**src/rtl/edge_irq_pkg.sv**
```systemverilog
package edge_irq_pkg;
  localparam logic POL_RISE = 1'b1;

  // level seen through the polarity: 1 means the pin sits in its trigger state
  function automatic logic active_lvl(input logic lvl, input logic pol);
    return (pol == POL_RISE) ? lvl : ~lvl;
  endfunction
endpackage

```
**src/rtl/pin_sync_bank.sv**
```systemverilog
module pin_sync_bank #(
  parameter int W      = 8,
  parameter int STAGES = 2
) (
  input  logic         clk_i,
  input  logic         rst_ni,
  input  logic [W-1:0] async_i,
  output logic [W-1:0] sync_o
);
  logic [W-1:0] stage_q [STAGES];

  for (genvar g = 0; g < STAGES; g++) begin : g_stage
    if (g == 0) begin : g_first
      always_ff @(posedge clk_i or negedge rst_ni) begin
        if (!rst_ni) stage_q[g] <= '0;
        else         stage_q[g] <= async_i;
      end
    end else begin : g_rest
      always_ff @(posedge clk_i or negedge rst_ni) begin
        if (!rst_ni) stage_q[g] <= '0;
        else         stage_q[g] <= stage_q[g-1];
      end
    end
  end

  assign sync_o = stage_q[STAGES-1];
endmodule

```
**src/rtl/edge_qualify.sv**
```systemverilog
module edge_qualify
  import edge_irq_pkg::*;
#(
  parameter int W = 8
) (
  input  logic         clk_i,
  input  logic         rst_ni,
  input  logic [W-1:0] level_i,
  input  logic [W-1:0] polarity_i,
  input  logic [W-1:0] enable_i,
  output logic [W-1:0] armed_o,
  output logic [W-1:0] edge_o
);
  logic [W-1:0] prev_q;

  always_ff @(posedge clk_i or negedge rst_ni) begin
    if (!rst_ni) prev_q <= '0;
    else         prev_q <= level_i;
  end

  for (genvar i = 0; i < W; i++) begin : g_pin
    logic act_now, act_prev;
    assign act_now    = active_lvl(level_i[i], polarity_i[i]);
    assign act_prev   = active_lvl(prev_q[i], polarity_i[i]);
    assign armed_o[i] = act_now & enable_i[i];
    assign edge_o[i]  = act_now & ~act_prev & enable_i[i];
  end
endmodule

```
**src/rtl/lockout_ctrl.sv**
```systemverilog
module lockout_ctrl #(
  parameter int W = 8
) (
  input  logic         clk_i,
  input  logic         rst_ni,
  input  logic [W-1:0] edge_i,
  input  logic [W-1:0] armed_i,
  input  logic         ack_i,
  output logic         accept_o,
  output logic [W-1:0] lock_o,
  output logic         irq_o
);
  logic [W-1:0] lock_q;
  logic         pend_q;
  logic         hold;

  // lock persists only while some locked pin is still armed
  assign hold     = |(lock_q & armed_i);
  assign accept_o = ~hold & (|edge_i);

  always_ff @(posedge clk_i or negedge rst_ni) begin
    if (!rst_ni) begin
      lock_q <= '0;
      pend_q <= 1'b0;
    end else if (accept_o) begin
      lock_q <= edge_i;
      pend_q <= 1'b1;
    end else begin
      lock_q <= lock_q & armed_i;
      if (ack_i) pend_q <= 1'b0;
    end
  end

  assign lock_o = lock_q;
  assign irq_o  = pend_q;
endmodule

```
**src/rtl/edge_irq_lockout.sv**
```systemverilog
module edge_irq_lockout #(
  parameter int NUM_PINS    = 8,
  parameter int SYNC_STAGES = 2
) (
  input  logic                clk_i,
  input  logic                rst_ni,
  input  logic [NUM_PINS-1:0] pins_i,
  input  logic [NUM_PINS-1:0] enable_i,
  input  logic [NUM_PINS-1:0] polarity_i,
  input  logic                ack_i,
  output logic                irq_o,
  output logic [NUM_PINS-1:0] port_o
);
  logic [NUM_PINS-1:0] level;
  logic [NUM_PINS-1:0] armed;
  logic [NUM_PINS-1:0] edges;
  logic [NUM_PINS-1:0] lock_mask;
  logic                accept;

  pin_sync_bank #(.W(NUM_PINS), .STAGES(SYNC_STAGES)) u_sync (
    .clk_i   (clk_i),
    .rst_ni  (rst_ni),
    .async_i (pins_i),
    .sync_o  (level)
  );

  edge_qualify #(.W(NUM_PINS)) u_edge (
    .clk_i      (clk_i),
    .rst_ni     (rst_ni),
    .level_i    (level),
    .polarity_i (polarity_i),
    .enable_i   (enable_i),
    .armed_o    (armed),
    .edge_o     (edges)
  );

  lockout_ctrl #(.W(NUM_PINS)) u_lock (
    .clk_i    (clk_i),
    .rst_ni   (rst_ni),
    .edge_i   (edges),
    .armed_i  (armed),
    .ack_i    (ack_i),
    .accept_o (accept),
    .lock_o   (lock_mask),
    .irq_o    (irq_o)
  );

  assign port_o = level;
endmodule

```
**config.mk**
```make
export PLATFORM = sky130hd
export DESIGN_NAME = edge_irq_lockout
export DESIGN_NICKNAME = d
export VERILOG_FILES = /design/src/rtl/edge_irq_pkg.sv /design/src/rtl/pin_sync_bank.sv /design/src/rtl/edge_qualify.sv /design/src/rtl/lockout_ctrl.sv /design/src/rtl/edge_irq_lockout.sv
export SDC_FILE = /design/constraint.sdc
export NUM_CORES = 1
export LEC_CHECK = 0
export CAP_MARGIN = 10
export CELL_PAD_IN_SITES_DETAIL_PLACEMENT = 1
export CELL_PAD_IN_SITES_GLOBAL_PLACEMENT = 2
export CORE_MARGIN = 2
export CORE_UTILIZATION = 33
export CTS_CLUSTER_SIZE = 25
export DETAILED_ROUTE_END_ITERATION = 10
export PLACE_DENSITY_LB_ADDON = 0.1
export RECOVER_POWER = 50
export SLEW_MARGIN = 20
export SYNTH_ARGS = -nofsm -noshare
export SYNTH_HDL_FRONTEND = slang
export SYNTH_HIERARCHICAL = 1
export SYNTH_SLANG_ARGS = --single-unit
```
**constraint.sdc**
```tcl
create_clock -name clk_i -period 2.9 [get_ports clk_i]
set_clock_uncertainty 0.05 [all_clocks]
set_input_delay 0.435 -clock clk_i [delete_from_list [all_inputs] [get_ports clk_i]]
set_output_delay 0.435 -clock clk_i [all_outputs]
set_load 0.005 [all_outputs]
```
# [After elaboration in Yosys (flattened, before gate mapping)]
# Cells that the tools add are included.
[totals] in_bits=27 out_inout_bits=9 register_bits=33 wordCells=78
[classes] reduce_logical=3 n_mux=19 n_bitwise=51
[op_table] operator="$and 1x1->1" count=25
[op_table] operator="$not 1->1" count=25
[op_table] operator="$mux 1" count=18
[op_table] operator="$reduce_or 8->1" count=2
[op_table] operator="$and 8x8->8" count=1
[op_table] operator="$mux 8" count=1
[op_table] operator="$reduce_bool 2->1" count=1

# [Longest topological paths before layout]
[depth] ltp_word=8 depth_mapped=6 mapped_depth_nobuf=5

# [Hierarchy]
# The synthesis kept the hierarchy.
[modules_own_cells] module="edge_qualify" cells_per_inst=48 seq_area_each_um2=200.2 n_inst=1 area_each_um2=484.2
[modules_own_cells] module="pin_sync_bank" cells_per_inst=24 seq_area_each_um2=400.4 n_inst=1 area_each_um2=460.4
[modules_own_cells] module="lockout_ctrl" cells_per_inst=41 seq_area_each_um2=225.2 n_inst=1 area_each_um2=416.6

# [Least setup slack after synthesis]
# OpenSTA, ideal clock, no wires.
[synth_timing] path_type="register to register" from="register u_sync.stage_q (netlist bit u_sync/sync_o[4])" to="register u_lock.pend_q (netlist: u_lock/irq_o)" synth_period_minus_slack_ns=1.545 slack_ns=1.355 stages_incl_launch_ff=7 arrival_ns=1.363 setup_time_ns=0.132 path_buffers=1 t_required_ns=2.718 path_cell_list="dfrtp_1 > buf_4 > nand4b_1 > o31ai_1 > or4_4 > nor2_2 > o32ai_1"
[synth_between] word_cells_on_any_way=12 cone_classes="2 x mux; 7 x bitwise; 3 x reduce/logical"
[synth_lines] item="start, declared" line="pin_sync_bank.sv:10" source="logic [W-1:0] stage_q [STAGES];"
[synth_lines] item="start signal, assigned by index" line="pin_sync_bank.sv:21" source="else stage_q[g] <= stage_q[g-1];"
[synth_lines] item="$not 1->1" line="edge_irq_pkg.sv:6" source="return (pol == POL_RISE) ? lvl : ~lvl;"
[synth_lines] item="$mux 1 *" line="edge_irq_pkg.sv:6"
[synth_lines] item="$and 1x1->1 * (2 in a row)" line="edge_qualify.sv:26" source="assign edge_o[i] = act_now & ~act_prev & enable_i[i];"
[synth_lines] item="via edges[4]" line="edge_irq_lockout.sv:16" source="logic [NUM_PINS-1:0] edges;"
[synth_lines] item="$reduce_or 8->1 *" line="lockout_ctrl.sv:19" source="assign accept_o = ~hold & (|edge_i);"
[synth_lines] item="$and 1x1->1 *" line="lockout_ctrl.sv:19"
[synth_lines] item="$mux 1 or $reduce_bool 2->1 (tied branches)"
[synth_lines] item="end signal, assigned" line="lockout_ctrl.sv:24" source="pend_q <= 1'b0;"
[synth_lines] item="end signal, assigned" line="lockout_ctrl.sv:27" source="pend_q <= 1'b1;"
[synth_lines] item="end signal, assigned" line="lockout_ctrl.sv:30" source="if (ack_i) pend_q <= 1'b0;"
[synth_lines] item="end, declared" line="lockout_ctrl.sv:14" source="logic pend_q;"
# Mark *: on every way through the listed nets, which the timed path passes. The rest lies on a longest branch.
# A chain may end at the register's enable or synchronous reset.

# [Worst setup path in the final report]
[layout_timing] from="input port polarity_i[6]" to="register u_lock.pend_q (netlist: u_lock/irq_o)"
[layout_between] elab_chain_cells=7 word_cells_on_any_way=13 cone_classes="3 x mux; 7 x bitwise; 3 x reduce/logical"
[layout_rtl] item="start, declared" line="edge_irq_lockout.sv:9" source="input logic [NUM_PINS-1:0] polarity_i,"
[layout_rtl] item="$mux 1 *" line="edge_irq_pkg.sv:6"
[layout_rtl] item="$and 1x1->1 *" line="edge_qualify.sv:25" source="assign armed_o[i] = act_now & enable_i[i];"
[layout_rtl] item="via armed[6]" line="edge_irq_lockout.sv:15" source="logic [NUM_PINS-1:0] armed;"
[layout_rtl] item="$and 8x8->8 *" line="lockout_ctrl.sv:18" source="assign hold = |(lock_q & armed_i);"
[layout_rtl] item="$reduce_or 8->1 *" line="lockout_ctrl.sv:18"
[layout_rtl] item="$not 1->1 *" line="lockout_ctrl.sv:19"
[layout_rtl] item="$and 1x1->1 *" line="lockout_ctrl.sv:19"
[layout_rtl] item="$mux 1 or $reduce_bool 2->1 (tied branches)"
# Marked as above.

==> results.ini <==
[status]
status = complete, but fails checks
violations = capacitance limit, slew limit

[job]
max-cap-violations = 1

[global_routing]
antenna_found_initial = 0
grtUsageTotal = 0.139
grt_pass1_vias = 1028
overflow = 0
grt_pass1_wl_um = 4490
grt_max_degree = 34

[worst_setup_path]
cp-end-kind = flip-flop
arrival_ns = 1.88
start_kind = input pin
r2r_cells = 5
critPathMaxFanout = 9
cp.required_ns = 3.04
worstSetupPathType = input pin to flip-flop

[timing]
rsz0062_at_grt = no
hold_violations = 0
min_period_ns = 1.75
fin_crit_sh = 0.603
slew_headroom = -0.162
fin_tns_setup_ns = 0
slew_violations = 34
fmax_ghz = 0.572
worstMarginPinSlew_ns = 1.74
setup_viol = 0

[routing]
drt-initial-drc-count = 17
num_vias = 950
wl_per_cell_um = 13.9
drc = 0
first_pass_iters = 4
wl_um = 2720
drtAntennaViolNets = 0
viasPerCell = 4.85

[cells_and_area]
area_growth_pct = 33.2
final_common_cell = dfrtp_1
layout-drive-gt1-share = 0.0822
finalInstanceArea_um2 = 1810
nNetsFinal = 173
final_cells = 196
diodes = 0
final_cell_mix = 33 x dfrtp_1, 26 x clkdlybuf4s50_1, 16 x nand2_1

[yosys]
yosysWarnings = 6
synth.cell_area_um2 = 1360
synthCells = 112
syn_nets = 139
avgSynthCellArea_um2 = 12.1

[die]
die_y_um = 68.1
start_util = 0.342
row_count = 23
die_w_um = 68.1
die_area_um2 = 4640
io_pins = 36
core_um2 = 3970

[power]
power_leakage_nw = 0.742
ir_drop_uv = 281
power_density_nw_per_um2 = 582

[hold_path]
hold_path_depth = 0
hold_class = flip-flop to flip-flop

[clock_network]
clock_path_buffers = 2
cts.repair.resized = 0
clock_latency_ns = 0.29
postCtsHoldBufs = 0
clk_pin_slew_ns = 0.06
clock_sinks = 33
cts_max_level = 2
post_cts_buffers = 0
clock-root-buffer = clkbuf_8
cts_buffers = 5
cts_tree = built

[placed_design]
placed_cells = 189
gp_congestion = 0.703
dpl_cell_area_um2 = 1700
io_buffers = 35
dp_hpwl_um = 2030

==> worst paths after layout <==
path | from | end | slack [ns]
worst max-delay path | polarity_i[6] | u_lock/irq_o$_DFFE_PN0P_ | 1.15
worst max register to register | u_sync/sync_o[5]$_DFF_PN0_ | u_lock/irq_o$_DFFE_PN0P_ | 1.34
max in group asynchronous | rst_ni | u_sync/sync_o[4]$_DFF_PN0_ | 1.24
min in group asynchronous | rst_ni | u_sync/stage_q[13]$_DFF_PN0_ | 0.54
worst min-delay path | u_sync/stage_q[9]$_DFF_PN0_ | u_sync/sync_o[1]$_DFF_PN0_ | 0.30
worst min register to register | u_sync/stage_q[9]$_DFF_PN0_ | u_sync/sync_o[1]$_DFF_PN0_ | 0.30
==> layout make-up <==
class	instances	area, µm²
repair buffers	35	344
fillers	444	2160
multi-input cells	62	437
clock buffers	5	68.8
well taps	50	62.6
clock inverters	2	35.0
flip-flops and latches	33	826
inverters	9	33.8
==> power by group <==
| part | internal, mW | switching (mW) | leakage (nW) |
|---|---|---|---|
| Clock | 0.249 | 0.166 | 0.0540 |
| Combinational | 0.0751 | 0.0538 | 0.290 |
| Sequential | 0.490 | 0.0163 | 0.398 |
| Total | 0.815 | 0.236 | 0.742 |
==> registers in the layout, summed over array words and instances (netlist names) <==
| name | flops |
|---|---|
| u_edge/prev_q | 8 |
| u_lock/lock_o | 8 |
| u_sync/stage_q | 8 |
| u_sync/sync_o | 8 |
| u_lock/irq_o | 1 |
==> worst max-delay path, stage by stage <==
cell             delay (ns)
clkdlybuf4s50_1        0.46
xnor2_1                0.15
and2_1                 0.16
nand2_1                0.09
nand4_2                0.25
o32ai_1                0.34
==> metal layers <==
layer,track usage,vias up,part of all wire
met3,0.0411,7,0.058
met5,0,-,0
met1,0.144,465,0.41
met2,0.239,27,0.51
met4,0.0975,0,0.028
li1,-,451,-
==> per-stage QoR <==
| stage | power [mW] | setup WS [ns] | util | hold slack, ns |
|---|---|---|---|---|
| 3_5_place_dp | 0.649 | 0.856 | 0.429 | 0.286 |
| 3_3_place_gp | 0.643 | 0.894 | 0.429 | 0.283 |
| 6_report | 1.05 | 1.15 | 0.455 | 0.297 |
| 2_1_floorplan | 0.574 | 1.38 | - | 0.0894 |
| 5_1_grt | 1.10 | 0.841 | 0.455 | 0.312 |
| 4_1_cts | 1.07 | 1.15 | 0.455 | 0.173 |
Note: power is estimated with default switching activity, not from simulation.
